### src/rtl/spdcap_pkg.sv
package spdcap_pkg;
  typedef enum logic {SENSE_TACHO = 1'b0, SENSE_ENCODER = 1'b1} sense_e;
  typedef enum logic {TRIG_RTC = 1'b0, TRIG_READ = 1'b1} etrig_e;
endpackage

### src/rtl/spdcap_trig.sv
module spdcap_trig
  import spdcap_pkg::*;
(
  input  logic sensor_sel,
  input  logic trig_mode,
  input  logic tacho_edge,
  input  logic enc_tick,
  input  logic hi_read,
  input  logic rtc_tick,
  output logic src_tick,
  output logic cap_fire
);
  sense_e sense;
  etrig_e etrig;

  always_comb begin
    sense = sense_e'(sensor_sel);
    etrig = etrig_e'(trig_mode);
    if (sense == SENSE_TACHO) begin
      src_tick = 1'b1;
      cap_fire = tacho_edge;
    end else begin
      src_tick = enc_tick;
      cap_fire = (etrig == TRIG_READ) ? hi_read : rtc_tick;
    end
  end
endmodule

### src/rtl/spdcap_presc.sv
module spdcap_presc #(
  parameter int RATIO_W = 4
) (
  input  logic               clk,
  input  logic               rst,
  input  logic               src_tick,
  input  logic [RATIO_W-1:0] ratio,
  input  logic               restart,
  output logic               cnt_en
);
  localparam int DIV_W = (1 << RATIO_W) - 1;

  logic [DIV_W-1:0] div_q;
  logic [DIV_W-1:0] mask;

  always_comb begin
    mask   = ~({DIV_W{1'b1}} << ratio);
    cnt_en = src_tick && (div_q == mask);
  end

  always_ff @(posedge clk) begin
    if (rst || restart) begin
      div_q <= '0;
    end else if (src_tick) begin
      if (div_q == mask) div_q <= '0;
      else               div_q <= div_q + DIV_W'(1);
    end
  end


  en_gap_chk: assert property (@(posedge clk) disable iff (rst)
    (cnt_en && ratio != '0 && !restart) |=> !cnt_en);
endmodule

### src/rtl/spdcap_range.sv
module spdcap_range #(
  parameter int               CNT_W     = 16,
  parameter int               RATIO_W   = 4,
  parameter logic [CNT_W-1:0] LOW_LIMIT = CNT_W'(16'h5500)
) (
  input  logic               clk,
  input  logic               rst,
  input  logic               cnt_en,
  input  logic               cap_fire,
  input  logic               clr_up,
  input  logic               clr_dn,
  output logic               restart,
  output logic [RATIO_W-1:0] ratio,
  output logic [CNT_W-1:0]   cap_value,
  output logic               up_flag,
  output logic               dn_flag
);
  localparam logic [RATIO_W-1:0] RMAX = '1;

  logic [CNT_W-1:0]   cnt_q, cnt_d, cap_q, cap_d, adj;
  logic [RATIO_W-1:0] ratio_q, ratio_d, ratio_a;
  logic               up_q, dn_q, at_top, grow, shrink;

  always_comb begin
    at_top  = (cnt_q == '1);
    grow    = cnt_en && at_top && (ratio_q != RMAX);
    ratio_a = grow ? ratio_q + RATIO_W'(1) : ratio_q;
    adj     = grow ? (cnt_q >> 1) : cnt_q;
    shrink  = cap_fire && (adj < LOW_LIMIT) && (ratio_a != '0);
    restart = cap_fire || grow;

    cnt_d   = cnt_q;
    cap_d   = cap_q;
    ratio_d = ratio_a;
    if (cap_fire) begin
      cnt_d = '0;
      cap_d = shrink ? (adj << 1) : adj;
      if (shrink) ratio_d = ratio_a - RATIO_W'(1);
    end else if (grow) begin
      cnt_d = adj;
    end else if (cnt_en && !at_top) begin
      cnt_d = cnt_q + CNT_W'(1);
    end
  end

  always_ff @(posedge clk) begin
    if (rst) begin
      cnt_q   <= '0;
      cap_q   <= '0;
      ratio_q <= '0;
      up_q    <= 1'b0;
      dn_q    <= 1'b0;
    end else begin
      cnt_q   <= cnt_d;
      cap_q   <= cap_d;
      ratio_q <= ratio_d;
      up_q    <= grow   || (up_q && !clr_up);
      dn_q    <= shrink || (dn_q && !clr_dn);
    end
  end

  assign ratio     = ratio_q;
  assign cap_value = cap_q;
  assign up_flag   = up_q;
  assign dn_flag   = dn_q;


  ratio_step_chk: assert property (@(posedge clk) disable iff (rst)
    (ratio_q != $past(ratio_q)) |->
      (ratio_q == $past(ratio_q) + RATIO_W'(1) || ratio_q == $past(ratio_q) - RATIO_W'(1)));


  shrink_chk: assert property (@(posedge clk) disable iff (rst)
    $rose(dn_q) |-> (cap_q[0] == 1'b0 && ratio_q == $past(ratio_q) - RATIO_W'(1)));


  floor_chk: assert property (@(posedge clk) disable iff (rst)
    (ratio_q == '0 && !(cnt_en && cnt_q == '1)) |=> ratio_q == '0);


  sat_hold_chk: assert property (@(posedge clk) disable iff (rst)
    (ratio_q == RMAX && cnt_q == '1 && !cap_fire) |=> (cnt_q == '1 && ratio_q == RMAX && !$rose(up_q)));
endmodule

### src/rtl/spdcap_top.sv
module spdcap_top #(
  parameter int               CNT_W     = 16,
  parameter int               RATIO_W   = 4,
  parameter logic [CNT_W-1:0] LOW_LIMIT = CNT_W'(16'h5500)
) (
  input  logic               clk,
  input  logic               rst,
  input  logic               sensor_sel,
  input  logic               tacho_edge,
  input  logic               enc_tick,
  input  logic               trig_mode,
  input  logic               hi_read,
  input  logic               rtc_tick,
  input  logic               irq_mask,
  input  logic               clr_up,
  input  logic               clr_dn,
  output logic [CNT_W-1:0]   cap_value,
  output logic [RATIO_W-1:0] ratio,
  output logic               up_flag,
  output logic               dn_flag,
  output logic               irq
);
  logic src_tick, cap_fire, cnt_en, restart;

  spdcap_trig u_trig (
    .sensor_sel (sensor_sel),
    .trig_mode  (trig_mode),
    .tacho_edge (tacho_edge),
    .enc_tick   (enc_tick),
    .hi_read    (hi_read),
    .rtc_tick   (rtc_tick),
    .src_tick   (src_tick),
    .cap_fire   (cap_fire)
  );

  spdcap_presc #(.RATIO_W(RATIO_W)) u_presc (
    .clk      (clk),
    .rst      (rst),
    .src_tick (src_tick),
    .ratio    (ratio),
    .restart  (restart),
    .cnt_en   (cnt_en)
  );

  spdcap_range #(.CNT_W(CNT_W), .RATIO_W(RATIO_W), .LOW_LIMIT(LOW_LIMIT)) u_range (
    .clk       (clk),
    .rst       (rst),
    .cnt_en    (cnt_en),
    .cap_fire  (cap_fire),
    .clr_up    (clr_up),
    .clr_dn    (clr_dn),
    .restart   (restart),
    .ratio     (ratio),
    .cap_value (cap_value),
    .up_flag   (up_flag),
    .dn_flag   (dn_flag)
  );

  assign irq = irq_mask && (up_flag || dn_flag);


  irq_mask_chk: assert property (@(posedge clk) disable iff (rst)
    !irq_mask |-> !irq);
endmodule

### config.mk
export PLATFORM = sky130hd
export DESIGN_NAME = spdcap_top
export DESIGN_NICKNAME = d
export VERILOG_FILES = /design/src/rtl/spdcap_pkg.sv /design/src/rtl/spdcap_trig.sv /design/src/rtl/spdcap_presc.sv /design/src/rtl/spdcap_range.sv /design/src/rtl/spdcap_top.sv
export SDC_FILE = /design/constraint.sdc
export NUM_CORES = 1
export LEC_CHECK = 0
export ABC_AREA = 1
export BUFFER_PORTS_ARGS = -buffer_cell sky130_fd_sc_hd__buf_2
export CAP_MARGIN = 0
export CORE_MARGIN = 2
export CORE_UTILIZATION = 60
export DETAILED_ROUTE_END_ITERATION = 8
export PLACE_DENSITY = 0.81
export SLEW_MARGIN = 0
export SYNTH_ARGS = -nofsm -noshare
export SYNTH_HDL_FRONTEND = slang
export SYNTH_SLANG_ARGS = --single-unit
### constraint.sdc
create_clock -name clk -period 3.7 [get_ports clk]
set_clock_uncertainty 0.15 [all_clocks]
set_input_delay 0.37 -clock clk [delete_from_list [all_inputs] [get_ports clk]]
set_output_delay 0.37 -clock clk [all_outputs]
set_load 0.05 [all_outputs]
==> results.cfg <==
[clocking]
numCtsBuffers = 5
htreeDepth = 2
clk_path_buf_depth = 2
ctsHoldBuffers = 0
clk_pin_slew_ns = 0.09
cts_tree = built
postCtsSetupBuffers = 0
cts-root-buf = clkbuf_8
ctsResizeCount = 0
worst_skew_pair.late_latency_ns = 0.31
cts.sinks = 53

[synth]
synth_cell_type_count = 35
synth_compound_gate_area_share_pct = 9.222
synth_top_flop_cell = dfxtp_1
ys_warn_count = 0
syn-cell-area_mm2 = 0.003473
synth_xor_area_share_pct = 5.295
synthArstFlopShare_pct = 0
synthesis.nets = 570
ys_seq_area_share_pct = 30.55
syn_avg_cell_area_um2 = 6.281
yosys_register_bits = 53
synth_top_family_by_area = simple AND/OR/NAND/NOR gates
synthAdderAreaFrac_pct = 2.161
synth_edf_count = 0
synthMuxAreaShare_pct = 0
synth_cells = 553
synthSimpleGateAreaFrac_pct = 43.30

[place]
place_area_mm2 = 0.003685
gp_congestion = 1.015
dp_hpwl_um = 7143
numPortBuffers = 33

[layout]
diodes = 0
area_growth_syn_to_layout_pct = 9.078
nets = 602
drive_gt1_share_pct = 11.62
register_area_mm2 = 0.001061
fin_area_mm2 = 0.003789
fillers = 518
multi_input_area_mm2 = 0.002083

[timing]
timing.hold.ws_ns = 0.1497
finalSetupTns_ns = 0
relSlewSlack_pct = 37.10
fmax_mhz = 297.0
period_minus_slack_ns = 3.367
period_share_pct = 91.01
setup_viol = 0
rsz0062_at_grt = false
slew_violations = 0
hold_violations = 0
tightest_slew_ns = 0.9400

[floorplanning]
die_width_um = 80.09
rows = 27
die-height_um = 80.09
dieArea_mm2 = 0.006414
start_util_pct = 62.69
core_mm2 = 0.005540
ioPinCount = 34

[critical_path]
worstSetupEndpointType = flip-flop
critPathKind = reg2reg
cp.required_ns = 3.77
arrival_ns = 3.44
setup.worst_path.start_class = flip-flop
crit_fanout = 20

[power]
p_per_area_mw_per_mm2 = 755.7
comb_power_share_pct = 59.8
clockPowerShare_pct = 13.3
power.switching_fraction_pct = 53.26
p_sw_w = 0.001525
finalPower_w = 0.002863
p_seq_share_pct = 26.9
p_int_w = 0.001338
ir_drop_v = 0.0003917
p_leak_nw = 1.898

[routing]
drt.antenna.violating_nets = 0
viasPerCell = 5.606
first_iter_violations = 360
drc = 0
drtPass1Iterations = 5
wl_um = 9395
wire_per_inst_um = 14.30
vias = 3683

[outcome]
outcome = finished, final reports clean

[job]
drv_cap = 0

[grt]
grt_pass1_vias = 3164
grtUsageTotal_pct = 30.35
grt_max_degree = 21
grt_pass1_wl_um = 15040
overflow = 0
antenna_found_initial = 0

[min_path]
hp-class = in2reg
critical path, stage by stage (launching register included):
cell,delay [ns]
dfxtp_1,0.46
inv_1,0.17
ha_1,0.30
inv_1,0.10
nand2_1,0.12
nand3_2,0.15
nand2_1,0.06
nor2_1,0.12
nand2_1,0.10
nor2_4,0.14
nand4_1,0.15
nand2_1,0.20
ha_1,0.20
inv_1,0.07
nor2_2,0.13
nand3_2,0.09
nand2_2,0.29
nand2_1,0.11
nand3_1,0.10
nand2_1,0.05
per-layer routing:
metal	share of wire, %	global-route usage, %	vias to the layer above
met5	0	0	-
met4	0.95	6.441	0
met3	9.0	6.180	9
met2	42	45.58	148
met1	48	44.82	1692
li1	-	-	1834
cell usage after synthesis (all sizes together), types with 6 or more instances:
cell    number  area, um2
nand2      179      681.9
nor2        67      286.5
inv         64      240.2
nand3       59      327.8
dfxtp       53       1061
a21oi       24      120.1
o21ai       21      105.1
xor2        21      183.9
nand4       13      81.33
nor3         9      50.05
buf          8      66.31
clkbuf       6      22.52
ha           6      75.07
worst paths after layout:
| check | from | cells after the start | end | slack, ns |
|---|---|---|---|---|
| max | u_range.ratio[1] | 19 | u_range.cap_value[7] | 0.33 |
| min reg2reg | u_range.cap_value[14] | 2 | u_range.cap_value[14] | 0.30 |
| min | clr_up | 4 | u_range.up_flag | 0.15 |
| max reg2reg | u_range.ratio[1] | 19 | u_range.cap_value[7] | 0.33 |
placed cells by master (no fill, tap or decap), types with 2 or more instances in the layout:
cell type	count
a211oi_1	2
a21oi_1	24
a31oi_1	2
buf_2	33
buf_4	6
clkbuf_8	5
dfxtp_1	53
ha_1	6
inv_1	61
inv_2	3
nand2_1	175
nand2_2	4
nand3_1	54
nand3_2	4
nand3b_1	3
nand4_1	13
nor2_1	61
nor2_2	2
nor2_4	4
nor3_1	8
nor3b_1	3
nor4_1	3
o211ai_1	2
o21a_1	2
o21ai_0	20
or2_2	2
xor2_1	21
sequential cells by signal (all words and copies together), names as in the netlist:
signal / flops
u_range.cnt_q: 16
u_range.up_flag: 1
u_range.dn_flag: 1
u_range.cap_value: 16
u_range.ratio: 4
u_presc.div_q: 15
power by group through the flow:
stage	registers [W]	logic [W]	clock network, W
floorplan	0.000953	0.00117	0
CTS	0.000768	0.00168	0.000385
global route	0.000781	0.00189	0.000415
finish	0.000771	0.00171	0.000381
detailed placement	0.000782	0.00167	0
global placement	0.000776	0.00166	0
metrics by stage:
| step | utilization [%] | std cells | setup slack [ns] |
|---|---|---|---|
| after floorplan | - | 553 | 0.4785 |
| after global placement | 66.51 | 650 | 0.5041 |
| after detailed placement | 66.51 | 650 | 0.4505 |
| after CTS | 68.38 | 657 | 0.4315 |
| after global routing | 68.38 | 657 | 0.07133 |
| final | 68.38 | 657 | 0.3325 |
kinds of logic (layout without fill, tap and decap cells):
| family | count (synthesis) | after routing |
|---|---|---|
| adders and majority gates | 6 | 6 |
| xor gates and xnor gates | 21 | 21 |
| AOI/OAI and AO/OA | 57 | 57 |
| DFF | 53 | 53 |
| and+or+nand+nor | 338 | 338 |
| buffers and inverters | 78 | 110 |
cell type report:
cell class | count | area share (%)
Timing Repair Buffer | 39 | 5.548
Sequential cell | 53 | 28.01
Inverter | 64 | 6.341
Clock inverter | 2 | 0.9247
Multi-Input combinational cell | 422 | 54.99
Clock buffer | 5 | 1.816
Tap cell | 72 | 2.378
Note: power is estimated with default switching activity, not from simulation.
